`src/rtl/sram_seq_pkg.sv`:
```
package sram_seq_pkg;

  typedef enum logic [2:0] {
    ST_IDLE,
    ST_SETUP,
    ST_READ,
    ST_WRITE,
    ST_RECOV
  } seqState_t;

  // strobes from sequencer to datapath
  typedef struct packed {
    logic loadReq;    // capture request address and write byte
    logic captureRd;  // sample incoming byte
    logic driveData;  // registered bus drive enable
  } seqStrobe_t;

  function automatic int maxOf3(input int a, input int b, input int c);
    int m;
    m = (a > b) ? a : b;
    return (m > c) ? m : c;
  endfunction

endpackage

```
`src/rtl/sram_seq_fsm.sv`:
```
module sram_seq_fsm
  import sram_seq_pkg::*;
#(
  parameter int ACCESS_CYC = 2,
  parameter int WPULSE_CYC = 2,
  parameter int RECOV_CYC  = 1
) (
  input  logic       clk,
  input  logic       rst,
  input  logic       reqValid,
  input  logic       reqWrite,
  output logic       reqReady,
  output logic       doneStb,
  output logic       memCeN,
  output logic       memOeN,
  output logic       memWeN,
  output seqStrobe_t strobe
);

  localparam int MAX_CYC = maxOf3(ACCESS_CYC, WPULSE_CYC, RECOV_CYC);
  localparam int CNT_W   = $clog2(MAX_CYC + 1);
  localparam logic [CNT_W-1:0] ACC_LOAD = CNT_W'(ACCESS_CYC - 1);
  localparam logic [CNT_W-1:0] WR_LOAD  = CNT_W'(WPULSE_CYC - 1);
  localparam logic [CNT_W-1:0] REC_LOAD = CNT_W'(RECOV_CYC - 1);

  seqState_t        state, stateNext;
  logic [CNT_W-1:0] cnt, cntNext;
  logic             isWrite;
  logic             loadReq, captureRd;
  logic             ceQ, oeQ, weQ, driveQ, doneQ, readyQ;

  always_comb begin
    stateNext = state;
    cntNext   = cnt;
    loadReq   = 1'b0;
    captureRd = 1'b0;
    case (state)
      ST_IDLE: begin
        if (reqValid) begin
          stateNext = ST_SETUP;
          loadReq   = 1'b1;
        end
      end
      ST_SETUP: begin
        if (isWrite) begin
          stateNext = ST_WRITE;
          cntNext   = WR_LOAD;
        end else begin
          stateNext = ST_READ;
          cntNext   = ACC_LOAD;
        end
      end
      ST_READ: begin
        if (cnt == '0) begin
          stateNext = ST_RECOV;
          cntNext   = REC_LOAD;
          captureRd = 1'b1;
        end else begin
          cntNext = cnt - 1'b1;
        end
      end
      ST_WRITE: begin
        if (cnt == '0) begin
          stateNext = ST_RECOV;
          cntNext   = REC_LOAD;
        end else begin
          cntNext = cnt - 1'b1;
        end
      end
      ST_RECOV: begin
        if (cnt == '0) stateNext = ST_IDLE;
        else           cntNext   = cnt - 1'b1;
      end
      default: stateNext = ST_IDLE;
    endcase
  end

  // pin strobes registered from the next state: glitch-free at the pads
  always_ff @(posedge clk) begin
    if (rst) begin
      state   <= ST_IDLE;
      cnt     <= '0;
      isWrite <= 1'b0;
      ceQ     <= 1'b1;
      oeQ     <= 1'b1;
      weQ     <= 1'b1;
      driveQ  <= 1'b0;
      doneQ   <= 1'b0;
      readyQ  <= 1'b1;
    end else begin
      state  <= stateNext;
      cnt    <= cntNext;
      if (loadReq) isWrite <= reqWrite;
      ceQ    <= !((stateNext == ST_READ) || (stateNext == ST_WRITE));
      oeQ    <= (stateNext != ST_READ);
      weQ    <= (stateNext != ST_WRITE);
      driveQ <= (stateNext == ST_WRITE);
      doneQ  <= ((state == ST_READ) || (state == ST_WRITE)) && (stateNext == ST_RECOV);
      readyQ <= (stateNext == ST_IDLE);
    end
  end

  assign reqReady         = readyQ;
  assign doneStb          = doneQ;
  assign memCeN           = ceQ;
  assign memOeN           = oeQ;
  assign memWeN           = weQ;
  assign strobe.loadReq   = loadReq && readyQ;
  assign strobe.captureRd = captureRd;
  assign strobe.driveData = driveQ;

  // cycles the write strobe has been high, saturating at the recovery count
  logic [CNT_W-1:0] weHighCnt;
  always_ff @(posedge clk) begin
    if (rst)                         weHighCnt <= CNT_W'(RECOV_CYC);
    else if (!weQ)                   weHighCnt <= '0;
    else if (int'(weHighCnt) < RECOV_CYC) weHighCnt <= weHighCnt + 1'b1;
  end


  recovery_gap_chk: assert property (@(posedge clk) disable iff (rst)
    $fell(memCeN) |-> int'($past(weHighCnt)) >= RECOV_CYC);


  no_oe_in_write_chk: assert property (@(posedge clk) disable iff (rst)
    !memWeN |-> (memOeN && !memCeN));


  read_strobes_chk: assert property (@(posedge clk) disable iff (rst)
    !memOeN |-> (!memCeN && memWeN));


  done_single_chk: assert property (@(posedge clk) disable iff (rst)
    doneStb |=> !doneStb);


  ready_drop_chk: assert property (@(posedge clk) disable iff (rst)
    (reqValid && reqReady) |=> !reqReady);


  ready_idle_chk: assert property (@(posedge clk) disable iff (rst)
    reqReady |-> (memCeN && memOeN && memWeN));

endmodule

```
`src/rtl/sram_seq_dp.sv`:
```
module sram_seq_dp
  import sram_seq_pkg::*;
#(
  parameter int ADDR_W = 13,
  parameter int DATA_W = 8
) (
  input  logic              clk,
  input  logic              rst,
  input  seqStrobe_t        strobe,
  input  logic [ADDR_W-1:0] reqAddr,
  input  logic [DATA_W-1:0] reqWdata,
  input  logic [DATA_W-1:0] memDin,
  output logic [ADDR_W-1:0] memAddr,
  output logic [DATA_W-1:0] memDout,
  output logic              memDoe,
  output logic [DATA_W-1:0] rspData
);

  logic [ADDR_W-1:0] addrQ;
  logic [DATA_W-1:0] wdataQ;
  logic [DATA_W-1:0] rdataQ;

  always_ff @(posedge clk) begin
    if (rst) begin
      addrQ  <= '0;
      wdataQ <= '0;
      rdataQ <= '0;
    end else begin
      if (strobe.loadReq) begin
        addrQ  <= reqAddr;
        wdataQ <= reqWdata;
      end
      if (strobe.captureRd) rdataQ <= memDin;
    end
  end

  assign memAddr = addrQ;
  assign memDout = wdataQ;
  assign memDoe  = strobe.driveData;
  assign rspData = rdataQ;


  no_load_while_drive_chk: assert property (@(posedge clk) disable iff (rst)
    strobe.driveData |-> !strobe.loadReq);


  wdata_hold_chk: assert property (@(posedge clk) disable iff (rst)
    (memDoe && $past(memDoe)) |-> $stable(memDout));

endmodule

```
`src/rtl/sram_seq_ctrl.sv`:
```
module sram_seq_ctrl
  import sram_seq_pkg::*;
#(
  parameter int ADDR_W     = 13,
  parameter int DATA_W     = 8,
  parameter int ACCESS_CYC = 2,
  parameter int WPULSE_CYC = 2,
  parameter int RECOV_CYC  = 1
) (
  input  logic              clk,
  input  logic              rst,
  input  logic              reqValid,
  output logic              reqReady,
  input  logic              reqWrite,
  input  logic [ADDR_W-1:0] reqAddr,
  input  logic [DATA_W-1:0] reqWdata,
  output logic              doneStb,
  output logic [DATA_W-1:0] rspData,
  output logic [ADDR_W-1:0] memAddr,
  output logic              memCeN,
  output logic              memOeN,
  output logic              memWeN,
  output logic [DATA_W-1:0] memDout,
  output logic              memDoe,
  input  logic [DATA_W-1:0] memDin
);

  seqStrobe_t strobe;

  sram_seq_fsm #(
    .ACCESS_CYC(ACCESS_CYC),
    .WPULSE_CYC(WPULSE_CYC),
    .RECOV_CYC (RECOV_CYC)
  ) u_fsm (
    .clk     (clk),
    .rst     (rst),
    .reqValid(reqValid),
    .reqWrite(reqWrite),
    .reqReady(reqReady),
    .doneStb (doneStb),
    .memCeN  (memCeN),
    .memOeN  (memOeN),
    .memWeN  (memWeN),
    .strobe  (strobe)
  );

  sram_seq_dp #(
    .ADDR_W(ADDR_W),
    .DATA_W(DATA_W)
  ) u_dp (
    .clk     (clk),
    .rst     (rst),
    .strobe  (strobe),
    .reqAddr (reqAddr),
    .reqWdata(reqWdata),
    .memDin  (memDin),
    .memAddr (memAddr),
    .memDout (memDout),
    .memDoe  (memDoe),
    .rspData (rspData)
  );


  drive_in_write_only_chk: assert property (@(posedge clk) disable iff (rst)
    memDoe |-> (!memWeN && !memCeN));


  addr_stable_chk: assert property (@(posedge clk) disable iff (rst)
    (!memCeN && $past(!memCeN)) |-> $stable(memAddr));

endmodule

```
`config.mk`:
```
export PLATFORM = sky130hd
export DESIGN_NAME = sram_seq_ctrl
export DESIGN_NICKNAME = d
export VERILOG_FILES = /design/src/rtl/sram_seq_pkg.sv /design/src/rtl/sram_seq_fsm.sv /design/src/rtl/sram_seq_dp.sv /design/src/rtl/sram_seq_ctrl.sv
export SDC_FILE = /design/constraint.sdc
export NUM_CORES = 1
export LEC_CHECK = 0
export BUFFER_PORTS_ARGS = -buffer_cell sky130_fd_sc_hd__buf_4
export CAP_MARGIN = 20
export CORE_ASPECT_RATIO = 1.25
export CORE_MARGIN = 1.5
export CORE_UTILIZATION = 48
export CTS_CLUSTER_DIAMETER = 200
export DETAILED_ROUTE_END_ITERATION = 12
export PLACE_DENSITY = 0.8
export SYNTH_ARGS = -nofsm -noshare
export SYNTH_HDL_FRONTEND = slang
export SYNTH_SLANG_ARGS = --single-unit
```
`constraint.sdc`:
```
create_clock -name clk -period 1.8 [get_ports clk]
set_input_delay 0.54 -clock clk [delete_from_list [all_inputs] [get_ports clk]]
set_output_delay 0.54 -clock clk [all_outputs]
set_load 0.1 [all_outputs]
```
Yosys cells after proc, flatten, opt, wreduce, memory -nomap -nowiden
Cells that the tools add are included.
Word-level totals
  register bits: 41
  input bits: 33
  output and inout bits: 35
  word-level logic and storage cells: 46
Operators by class
  add/subtract/negate cells: 1
  equal/unequal tests: 10
  muxes and demuxes: 12
  reductions and logical operators: 11
Operators by type and width (count)
  equality test 3 x 2 -> 1 bit (second input constant): 4
  one-hot mux 3 bit (4 select lines): 1
  2-to-1 mux 3 bit: 3
  equality test 3 bit (second input constant): 2
  logical NOT 3 bit: 2
  inequality test 3 x 2 -> 1 bit (second input constant): 2
  one-hot mux 2 bit (3 select lines): 1
  2-to-1 mux 1 bit: 5
  2-to-1 mux 2 bit: 2
  equality test 3 x 1 -> 1 bit (second input constant): 1
  nonzero test 3 bit: 1
  logical AND 1 bit: 2
  logical NOT 2 bit: 1
  logical OR 1 bit: 2
  inequality test 2 bit (second input constant): 1
  AND reduction 2 bit: 1
  OR reduction 2 bit: 1
  subtractor 2 x 1 -> 2 bit (second input constant): 1
  logical NOT 1 bit: 1

Longest topological paths before layout
Gate-level depths: netlist of run 1.
  depth in word-level cells: 6
  mapped depth: 6

Hierarchy
Synthesis of run 1 repeated with hierarchy kept, for this count alone.
Second synthesis, totals
  cell total of the unflattened synthesis: 157
  area, all modules: 1631.6 sq um
Modules (own cells, without submodules)
  sram_seq_dp: instances 1, cells an instance 95, area an instance 1043.5 sq um, sequential area each 580.6 sq um
  sram_seq_fsm: instances 1, cells an instance 62, area an instance 588.1 sq um, sequential area each 240.2 sq um

Worst setup path after synthesis of run 1
OpenSTA, ideal clock, no wires.
  path type: register to register
  start: reg u_fsm.readyQ, in the netlist u_fsm.reqReady
  end: reg u_dp.addrQ[10], in the netlist u_dp.memAddr[10]
  arrival time: 1450 ps
  setup slack: 228 ps
  stages on the path, launching flop included: 4
  path through: dfxtp_1 > and2_1 > buf_4 > o21ai_0
On the way
  cells in the longest elaborated chain, start to end: 1
RTL lines
  start: declaration: RTL line sram_seq_fsm.sv:30  | logic ceQ, oeQ, weQ, driveQ, doneQ, readyQ;
  start signal: assignment: RTL line sram_seq_fsm.sv:99  | readyQ <= (stateNext == ST_IDLE);
  logical AND 1 bit: RTL line sram_seq_fsm.sv:108  | assign strobe.loadReq = loadReq && readyQ;
  end signal: assignment: RTL line sram_seq_dp.sv:30  | addrQ <= reqAddr;
  end: declaration: RTL line sram_seq_dp.sv:19  | logic [ADDR_W-1:0] addrQ;
Every way passes these cells.
A chain may end at the register's enable or synchronous reset.

Worst setup path after layout of run 1
  start: reg u_fsm.cnt[0]
  end: reg u_dp.rdataQ[2], in the netlist u_dp.rspData[2]
On the way
  cells in the longest elaborated chain, start to end: 3
RTL lines
  start: declaration: RTL line sram_seq_fsm.sv:27  | logic [CNT_W-1:0] cnt, cntNext;
  start signal: assignment: RTL line sram_seq_fsm.sv:92  | cnt <= cntNext;
  logical NOT 2 bit: RTL line sram_seq_fsm.sv:54  | if (cnt == '0) begin
  2-to-1 mux 1 bit: RTL line sram_seq_fsm.sv:54
  2-to-1 mux 1 bit: RTL line sram_seq_fsm.sv:37  | case (state)
  end signal: assignment: RTL line sram_seq_dp.sv:33  | if (strobe.captureRd) rdataQ <= memDin;
  end: declaration: RTL line sram_seq_dp.sv:21  | logic [DATA_W-1:0] rdataQ;
Every way passes these cells.

==> summary.md, run 1 <==
| Metric | Value |
|---|---|
| Status | completed |
| Flop2flop setup slack | 0.18 ns |
| CP Class | reg2reg |
| FP Rows | 24 |
| Highest-count cells in the layout ignoring fill and taps | buf_4, dfxtp_1, o21ai_0, nand2b_1, nand4b_1 |
| Startpoint Class | register |
| Ys flop type | dfxtp_1 |
| Slowest stage delay, CP | roughly 0.35 ns |
| Die width | around 57 um |
| Max Root-Sink Buffers | 2 |
| Final core utilization | 0.689 |
| Multi-input gate area | between 800 and 900 sq um |
| Worst Path Required | about 2.0 ns |
| Synth cell types | 29 |
| Fin crit period | 1.62 ns |
| CP Capture Type | register |
| Synthesized netlist cell count | 182 |
| Cell family with most CP delay | simple AND/OR/NAND/NOR gates |
| Net count after synthesis | around 220 |
| Tightest hold margin | approximately 0.47 ns |
| Synthesized flop and latch total | 41 |
| Worst-Margin Slew | about 0.45 ns |
| Critical-path top delay cell | dfxtp_1 |
| Setup ws final | roughly 0.18 ns |
| CTS tree | done |
| Critical path arrival | 1.80 ns |
| Setup Buffers After CTS | 0 |
| Clk root buf | clkbuf_8 |
| Dpl hpwl | 2.54 mm |
| RSZ-0062 raised after global routing | no |
| Initial antenna violation count | 0 |
| IO buf count | 67 |
| Relative slew slack | 0.702 |
| Vias in the first global route | around 1.4k |
| Worst Hold Path Cells | 2 |
| Total power per unit cell area | 1160 nW/um^2 |
| Post-route DRC | 0 |
| Commonest non-fill, non-tap cell in the layout | buf_4 |
| Post-route antenna net violation count | 0 |
| Die Y | 70.2 um |
| Initial drt markers | 66 |
| Worst-path clk slew | 0.08 ns |
| Setup violations, final | 0 |
| Largest net degree at the start of global routing | 45 |
| Hold Path Class | reg2reg |
| Core Box Area | between 3000 and 4000 sq um |
| Initial core utilization | 0.498 |
| First-pass GRT wire length | 6.11 mm |
| Final GP Congestion | 0.774 |
| Leakage | 0.998 nW |
| Post-cts sizing count | 0 |
| Setup TNS | 0 ns |
| Synthesized area per cell | between 9 and 10 sq um |
| Drt first pass iters | 4 |
| # clock sinks | between 40 and 50 |
| CTS Buf Count | 5 |
| Area growth, synth to finish | 38.4% |
| Hold buffers post-CTS | 0 |
| Vias after detailed routing | 1500 |
| Finished layout cell area | about 2400 sq um |
| Final Max Tran Viols | 0 |
| Max-Cap Viols | 0 |
| Vias per cell | 5.24 |
| Part of the cycle the worst path needs | 0.900 |
| Sequential cell area fraction in the yosys report | 0.473 |
| WP buf/inv | 2 |
| Mapped Area | around 1700 sq um |
| Worst R2R Path Depth | 6 |
| Post-synth ARST share | 0 |
| Clock latency on the worst-skew pair | 0.29 ns |
| Number of synthesized flops with an enable pin | 0 |
| Hold Fails Final Rpt | 0 |
| Worst hold endpoint | u_dp.memAddr[6]$_SDFFE_PP0P_ |
| Avg WL per Cell | 13.3 um |
| Ant diodes | 0 |
| IO Pins | 68 |
| Register area | 821 sq um |
| Dpl cell area | 2270 sq um |
| Fill cells | 307 |
| Fmax | 617 MHz |
| Die area | 3990 sq um |
| GRT Overall Usage | 0.194 |
| Nets | roughly 280 |
| Ordered list of cells on the worst path | inv_1 -> ha_1 -> nor4bb_2 -> buf_4 -> mux2i_1 -> nor2_1 |
| H-tree Lvls | 2 |
| Yosys warning total | 0 |
| Maximum VDD drop | 0.770 mV |
| Fin Clk Skew | 0.00201 ns |
| WL final | 3.79 mm |
| Max FO, Critical Path | 8 |
| Grt ovf | 0 |
| Worst R2R End | u_dp.rspData[2]$_SDFFE_PP0P_ |
| Share of cells above drive strength 1 | 0.348 |
| Reg2reg start | u_fsm.cnt[0]$_SDFFE_PP0P_ |
| Hold path startpoint | u_dp.memAddr[6]$_SDFFE_PP0P_ |
| Setup Slack @ Placement | 0.183 ns |
[routing by layer]
metal,share of wire,track usage
met4,0.018,0.0853
met5,0,0
met3,0.049,0.0444
met1,0.42,0.226
met2,0.51,0.335
[layout make-up]
cell class              instances  share of cell area
inverters                       3             0.00469
repair buffers                 73               0.233
clock buffers                   5              0.0287
multi-input cells             122               0.344
clock inverters                 3              0.0271
flip-flops and latches         41               0.342
well taps                      39              0.0203
[kinds of logic (layout without fill, tap and decap cells)]
family	count (synthesis)	in the layout	synth area share
fa+ha+maj	3	3	0.0216
flops	41	41	0.473
simple gates	77	77	0.296
mux	9	9	0.0519
buf+inv	19	84	0.0548
compound gates	33	33	0.103
[report_power, final]
part,switching (W),internal [W],leakage (nW),total (W)
Sequential,0.0000609,0.000984,0.335,0.00104
Combinational,0.000640,0.000241,0.595,0.000881
Clock,0.000316,0.000551,0.0681,0.000867
Total,0.00102,0.00178,0.998,0.00279
[how the worst max path moves through the flow]
stage	startpoint	endpoint	slack, ns	cells after the start
final	u_fsm.cnt[0]$_SDFFE_PP0P_	u_dp.rspData[2]$_SDFFE_PP0P_	0.18	6
after global routing	u_fsm.cnt[0]$_SDFFE_PP0P_	u_dp.rspData[6]$_SDFFE_PP0P_	0.05	6
after detailed placement	u_fsm.cnt[0]$_SDFFE_PP0P_	u_dp.rspData[2]$_SDFFE_PP0P_	0.18	6
after CTS	u_fsm.cnt[0]$_SDFFE_PP0P_	u_dp.rspData[2]$_SDFFE_PP0P_	0.18	6
after floorplan	u_fsm.reqReady$_SDFF_PP1_	u_dp.memAddr[10]$_SDFFE_PP0P_	0.23	3
after global placement	u_fsm.cnt[0]$_SDFFE_PP0P_	u_dp.rspData[0]$_SDFFE_PP0P_	0.25	6
[per-stage QoR]
step                instances  power, W
CTS                       286   0.00281
finish                    286   0.00279
floorplan                 182   0.00173
global placement          278   0.00194
detailed placement        278   0.00195
global route              286   0.00289
[state kept, by name, summed over array words and instances, names as in the netlist]
signal / count
u_fsm.driveQ: 1
u_fsm.reqReady: 1
u_fsm.memCeN: 1
u_fsm.doneStb: 1
u_fsm.state: 3
u_fsm.cnt: 2
u_fsm.isWrite: 1
u_dp.memDout: 8
u_dp.rspData: 8
u_fsm.memOeN: 1
u_fsm.memWeN: 1
u_dp.memAddr: 13
[synthesized netlist by cell type, drive strengths merged (2+ instances only)]
master   n  area (sq um)
nor2b    3          18.8
ha       3          37.5
clkbuf   8          30.0
mux2i    9          90.1
nand4b  21           184
a21oi    3          15.0
o21ai   26           130
or2      2          12.5
nor2    15          56.3
nand2    4          15.0
nor3b    3          22.5
inv      3          11.3
dfxtp   41           821
nand2b  21           131
buf      8          53.8
nor3     3          20.0
[worst register-to-register path: stages, from the launching register on]
cell and delay, ns:
dfxtp_1 0.35, inv_1 0.09, ha_1 0.26, nor4bb_2 0.31, buf_4 0.23, mux2i_1 0.21
nor2_1 0.05
(Power assumes the default switching activity.)
==> run 2, diff against run 1 <==
--- a/config.mk
+++ b/config.mk
@@ -12,7 +12,7 @@
 export CORE_UTILIZATION = 48
 export CTS_CLUSTER_DIAMETER = 200
 export DETAILED_ROUTE_END_ITERATION = 12
-export PLACE_DENSITY = 0.8
+export PLACE_DENSITY = 0.88
 export SYNTH_ARGS = -nofsm -noshare
 export SYNTH_HDL_FRONTEND = slang
 export SYNTH_SLANG_ARGS = --single-unit
==> run 2 against run 1 <==
  * Die area unchanged
  * Design area fell by 1.4%
  * Register-to-register slack is essentially flat
  * Via count increased by 3.4%
  * Global-route usage grew 0.54 points
  * Critical path type unchanged
  * Largest cell class unchanged
  * Highest routed layer unchanged
==> summary.md, run 2 (synthesis gave the netlist of run 1 again) <==
| Metric | Value |
|---|---|
| Internal | 0.00157 W (was 0.00178 W) |
| Initial drt markers | 57 (was 66) |
| Setup Buffers After CTS | 0 (unchanged) |
| Hold Path Class | reg2reg (unchanged) |
| Avg WL per Cell | 13.4 um (was 13.3 um) |
| Initial antenna violation count | 0 (unchanged) |
| Total power per unit cell area | 1090 nW/um^2 (was 1160 nW/um^2) |
| Worst-path clk slew | 0.08 ns (about the same) |
| Cell family with most CP delay | simple AND/OR/NAND/NOR gates (unchanged) |
| CP Capture Type | register (unchanged) |
| Vias after detailed routing | 1551 (was 1500) |
| RSZ-0062 raised after global routing | no (unchanged) |
| Fin crit period | 1.64 ns (was 1.62 ns) |
| Critical-path top delay cell | dfxtp_1 (unchanged) |
| First-pass GRT wire length | 6.25 mm (was 6.11 mm) |
| CP Class | reg2reg (unchanged) |
| Relative slew slack | 0.699 (was 0.702) |
| WP buf/inv | 2 (unchanged) |
| Vias per cell | 5.42 (was 5.24) |
| Fmax | 611 MHz (was 617 MHz) |
| Worst-Margin Slew | 0.451 ns (was 0.447 ns) |
| Ordered list of cells on the worst path | inv_1 -> ha_1 -> nor4bb_2 -> buf_4 -> mux2i_1 -> nor2_1 (unchanged) |
| Final core utilization | 0.680 (was 0.689) |
| IO Pins | 68 (unchanged) |
| Die area | 3990 sq um (unchanged) |
| Startpoint Class | register (unchanged) |
| Register area | 821 sq um (unchanged) |
| Final GP Congestion | 0.751 (was 0.774) |
| # clock sinks | 41 (unchanged) |
| Part of the cycle the worst path needs | 0.909 (was 0.900) |
| Hold Fails Final Rpt | 0 (unchanged) |
| Max reg flops | 13 (unchanged) |
| Psw | 0.00101 W (was 0.00102 W) |
| Share of cells above drive strength 1 | 0.348 (unchanged) |
| CTS Buf Count | 5 (unchanged) |
| Ant diodes | 0 (unchanged) |
| H-tree Lvls | 2 (unchanged) |
| GRT Overall Usage | 0.199 (was 0.194) |
| Dpl hpwl | 2.71 mm (was 2.54 mm) |
| Commonest non-fill, non-tap cell in the layout | buf_4 (unchanged) |
| Clock power share | 0.254 (was 0.310) |
| Max Root-Sink Buffers | 2 (unchanged) |
| Post-route antenna net violation count | 0 (unchanged) |
| Drt first pass iters | 4 (unchanged) |
| Post-route DRC | 0 (unchanged) |
| Grt ovf | 0 (unchanged) |
| WL final | 3.84 mm (was 3.79 mm) |
| Switching Fraction | 0.392 (was 0.364) |
| Sequential share of power | 0.405 (was 0.374) |
| Core Box Area | 3480 sq um (unchanged) |
| Post-cts sizing count | 0 (unchanged) |
| Max-Cap Viols | 0 (unchanged) |
| Die width | 56.8 um (unchanged) |
| Status | completed (unchanged) |
| Hold buffers post-CTS | 0 (unchanged) |
| Fill cells | 298 (was 307) |
| Largest net degree at the start of global routing | 39 (was 45) |
| Slowest stage delay, CP | 0.35 ns (about the same) |
| Fin Clk Skew | 0.00230 ns (was 0.00201 ns) |
| CTS tree | done (unchanged) |
| Final Max Tran Viols | 0 (unchanged) |
| Clock latency on the worst-skew pair | 0.29 ns (about the same) |
| Combinational power share | 0.341 (was 0.316) |
| Initial core utilization | 0.498 (unchanged) |
| Setup TNS | 0 ns (unchanged) |
| Worst Path Required | 1.98 ns (about the same) |
| Multi-input gate area | 826 sq um (unchanged) |
| Vias in the first global route | 1417 (was 1391) |
| Maximum VDD drop | 0.802 mV (was 0.770 mV) |
| IO buf count | 67 (unchanged) |
| FP Rows | 24 (unchanged) |
| Die Y | 70.2 um (unchanged) |
| Clk root buf | clkbuf_8 (unchanged) |
| Leakage | 0.984 nW (was 0.998 nW) |
| Max FO, Critical Path | 8 (unchanged) |
| Critical path arrival | 1.82 ns (was 1.80 ns) |
| Area growth, synth to finish | 36.5% (was 38.4%) |
| Highest-count cells in the layout ignoring fill and taps | buf_4, dfxtp_1, o21ai_0, nand2b_1, nand4b_1 (unchanged) |
| Nets | 282 (unchanged) |
| Setup violations, final | 0 (unchanged) |
| Tightest hold margin | 0.467 ns (was 0.473 ns) |
| Pwr Total | 0.00258 W (was 0.00279 W) |
run 2: changes by cell type in the layout (fill, tap and decap cells not counted), sizes merged:
cell	previous run	this run
clkbuf	5	7
bufinv	2	0
run 2: final cells by class:
class                   count  share of cell area
clock buffers               7              0.0407
clock inverters             1             0.00211
inverters                   3             0.00475
multi-input cells         122               0.349
flip-flops and latches     41               0.347
well taps                  39              0.0206
repair buffers             73               0.237
run 2: worst min-delay path: cells and delay by family, from the launching register on:
| kind | cells | cell delay (ns) |
|---|---|---|
| simple gates | 1 | 0.07 |
| flops | 1 | 0.31 |
| compound gates | 1 | 0.05 |
run 2: layer usage:
metal	GRT usage	up-vias	part of all wire
met5	0	-	0
met4	0.0827	0	0.024
met3	0.0667	11	0.066
met2	0.329	51	0.51
met1	0.234	731	0.40
li1	-	758	-
run 2: final timing paths:
check | start | endpoint | slack (ns) | cells past startpoint
worst min register to register | u_dp.memAddr[11]$_SDFFE_PP0P_ | u_dp.memAddr[11]$_SDFFE_PP0P_ | 0.47 | 2
worst max-delay path | u_fsm.cnt[0]$_SDFFE_PP0P_ | u_dp.rspData[7]$_SDFFE_PP0P_ | 0.16 | 6
worst min-delay path | u_dp.memAddr[11]$_SDFFE_PP0P_ | u_dp.memAddr[11]$_SDFFE_PP0P_ | 0.47 | 2
worst max register to register | u_fsm.cnt[0]$_SDFFE_PP0P_ | u_dp.rspData[7]$_SDFFE_PP0P_ | 0.16 | 6
run 2: per-stage QoR:
stage	worst slack (ns)	cell area [sq um]	std cells
global route	0.0215	2370	286
CTS	0.160	2370	286
detailed placement	0.169	2270	278
floorplan	0.228	1740	182
global placement	0.265	2270	278
finish	0.164	2370	286
run 2: power by group through the flow:
stage	logic, W	clock network (W)	registers, W
floorplan	0.000231	0	0.00150
global placement	0.000871	0	0.00106
detailed placement	0.000881	0	0.00107
CTS	0.000882	0.000673	0.00105
global route	0.000921	0.000715	0.00106
finish	0.000880	0.000657	0.00105
==> run 3, diff against run 2 <==
--- a/config.mk
+++ b/config.mk
@@ -9,10 +9,11 @@
 export CAP_MARGIN = 20
 export CORE_ASPECT_RATIO = 1.25
 export CORE_MARGIN = 1.5
-export CORE_UTILIZATION = 48
+export CORE_UTILIZATION = 51
 export CTS_CLUSTER_DIAMETER = 200
 export DETAILED_ROUTE_END_ITERATION = 12
-export PLACE_DENSITY = 0.88
+export PLACE_DENSITY = 0.92
+export SLEW_MARGIN = 20
 export SYNTH_ARGS = -nofsm -noshare
 export SYNTH_HDL_FRONTEND = slang
 export SYNTH_SLANG_ARGS = --single-unit
==> constraint.sdc (replaced) <==
create_clock -name clk -period 1.9 [get_ports clk]
set_input_delay 0.57 -clock clk [delete_from_list [all_inputs] [get_ports clk]]
set_output_delay 0.57 -clock clk [all_outputs]
set_load 0.1 [all_outputs]
==> run 3 against run 2 <==
  * First-iteration DRC count fell by 54%
  * Critical path depth is the same
  * Fmax rose by 1.8%
  * Sequential share of layout area up 0.22 points
  * Design area down 0.63%
  * Clock power shrank 5.0%
  * Non-clock buffer count unchanged
  * Critical endpoint is now u_dp.rspData[6]$_SDFFE_PP0P_
  * Largest cell class unchanged
==> summary.md, run 3 (synthesis gave the netlist of run 1 again) <==
| Metric | Value |
|---|---|
| Status | completed (unchanged) |
| Hold buffers post-CTS | 0 (unchanged) |
| GRT Overall Usage | 0.220 (was 0.199) |
| Clock latency on the worst-skew pair | 0.30 ns (was 0.29 ns) |
| Part of the cycle the worst path needs | 0.846 (was 0.909) |
| Hold Fails Final Rpt | 0 (unchanged) |
| Grt ovf | 0 (unchanged) |
| Critical-path top delay cell | dfxtp_1 (unchanged) |
| Hold Path Class | reg2reg (unchanged) |
| Die width | 55.2 um (was 56.8 um) |
| Worst-Margin Slew | 0.453 ns (was 0.451 ns) |
| Highest-count cells in the layout ignoring fill and taps | buf_4, dfxtp_1, o21ai_0, nand2b_1, nand4b_1 (unchanged) |
| Vias after detailed routing | 1510 (was 1551) |
| FP Rows | 23 (was 24) |
| Setup Buffers After CTS | 0 (unchanged) |
| IO Pins | 68 (unchanged) |
| Post-route DRC | 0 (unchanged) |
| Worst Path Required | 2.09 ns (was 1.98 ns) |
| Fin crit period | 1.61 ns (was 1.64 ns) |
| Dpl hpwl | 2.64 mm (was 2.71 mm) |
| CTS tree | done (unchanged) |
| Nets | 282 (unchanged) |
| Vias per cell | 5.32 (was 5.42) |
| Post-cts sizing count | 0 (unchanged) |
| Final GP Congestion | 0.845 (was 0.751) |
| First-pass GRT wire length | 5.95 mm (was 6.25 mm) |
| Final Max Tran Viols | 0 (unchanged) |
| H-tree Lvls | 2 (unchanged) |
| Commonest non-fill, non-tap cell in the layout | buf_4 (unchanged) |
| Worst-path clk slew | 0.08 ns (about the same) |
| WL final | 3.88 mm (was 3.84 mm) |
| Max Root-Sink Buffers | 2 (unchanged) |
| Die area | 3760 sq um (was 3990 sq um) |
| Vias in the first global route | 1400 (was 1417) |
| Die Y | 68.2 um (was 70.2 um) |
| Largest net degree at the start of global routing | 38 (was 39) |
| Area growth, synth to finish | 35.6% (was 36.5%) |
| Critical path arrival | 1.80 ns (was 1.82 ns) |
| Initial drt markers | 26 (was 57) |
| Fmax | 622 MHz (was 611 MHz) |
| Total power per unit cell area | 1040 nW/um^2 (was 1090 nW/um^2) |
| Setup TNS | 0 ns (unchanged) |
| Ordered list of cells on the worst path | inv_1 -> ha_1 -> nor4bb_2 -> buf_4 -> mux2i_1 -> nor2_1 (unchanged) |
| RSZ-0062 raised after global routing | no (unchanged) |
| Avg WL per Cell | 13.7 um (was 13.4 um) |
| # clock sinks | 41 (unchanged) |
| Core Box Area | 3220 sq um (was 3480 sq um) |
| Clk root buf | clkbuf_8 (unchanged) |
| Slowest stage delay, CP | 0.35 ns (about the same) |
| Leakage | 0.980 nW (was 0.984 nW) |
| Max FO, Critical Path | 8 (unchanged) |
| Startpoint Class | register (unchanged) |
| Post-route antenna net violation count | 0 (unchanged) |
| CP Capture Type | register (unchanged) |
| Share of cells above drive strength 1 | 0.348 (unchanged) |
| Drt first pass iters | 4 (unchanged) |
| Setup violations, final | 0 (unchanged) |
| Initial core utilization | 0.538 (was 0.498) |
| Max-Cap Viols | 0 (unchanged) |
| Cell family with most CP delay | simple AND/OR/NAND/NOR gates (unchanged) |
| Relative slew slack | 0.697 (was 0.699) |
| Fin Clk Skew | 0.0104 ns (was 0.00230 ns) |
| Max reg flops | 13 (unchanged) |
| WP buf/inv | 2 (unchanged) |
| CP Class | reg2reg (unchanged) |
| Fill cells | 261 (was 298) |
| Tightest hold margin | 0.473 ns (was 0.467 ns) |
| Maximum VDD drop | 0.760 mV (was 0.802 mV) |
| CTS Buf Count | 5 (unchanged) |
| Ant diodes | 0 (unchanged) |
| IO buf count | 67 (unchanged) |
| Initial antenna violation count | 0 (unchanged) |
==> run 3: path summary, 6_finish.rpt <==
kind	startpoint	to	slack [ns]	depth (start not counted)
worst max-delay path	u_fsm.cnt[0]$_SDFFE_PP0P_	u_dp.rspData[6]$_SDFFE_PP0P_	0.29	6
worst max register to register	u_fsm.cnt[0]$_SDFFE_PP0P_	u_dp.rspData[6]$_SDFFE_PP0P_	0.29	6
worst min register to register	u_dp.memDout[2]$_SDFFE_PP0P_	u_dp.memDout[2]$_SDFFE_PP0P_	0.47	2
worst min-delay path	u_dp.memDout[2]$_SDFFE_PP0P_	u_dp.memDout[2]$_SDFFE_PP0P_	0.47	2
==> run 3: where the power goes <==
part / leakage [nW] / internal, W / total (W) / switching [W]
sequential: 0.335 / 0.000932 / 0.000990 / 0.0000583
combinational: 0.591 / 0.000221 / 0.000825 / 0.000604
clock: 0.0542 / 0.000328 / 0.000624 / 0.000296
==> run 3: area by class of cell <==
cell class	instances	area (sq um)	share of cell area
repair buffers	73	548	0.233
flip-flops and latches	41	821	0.349
clock inverters	1	5.00	0.00213
inverters	3	11.3	0.00478
well taps	37	46.3	0.0197
clock buffers	7	96.3	0.0409
multi-input cells	122	826	0.351
==> run 3: worst min-delay path, delay by kind of cell (launching register included) <==
kind            cells  cell delay [ns]
compound gates      1             0.06
flops               1             0.31
simple gates        1             0.06
==> run 3: metal layers <==
layer	routed length [um]	GRT usage	vias to the layer above
met1	1680	0.246	701
met2	1890	0.366	44
met4	66	0.101	0
met3	235	0.0786	6
met5	0	0	-
li1	-	-	759
==> run 3: stage by stage <==
| stage | std cells | total power (W) | instance area, sq um | setup WS (ns) | util |
|---|---|---|---|---|---|
| after detailed placement | 276 | 0.00183 | 2250 | 0.304 | 0.699 |
| after CTS | 284 | 0.00245 | 2350 | 0.294 | 0.730 |
| final | 284 | 0.00244 | 2350 | 0.293 | 0.730 |
| after global routing | 284 | 0.00255 | 2350 | 0.146 | 0.730 |
| after floorplan | 182 | 0.00164 | 1740 | 0.328 | - |
| after global placement | 276 | 0.00182 | 2250 | 0.365 | 0.699 |
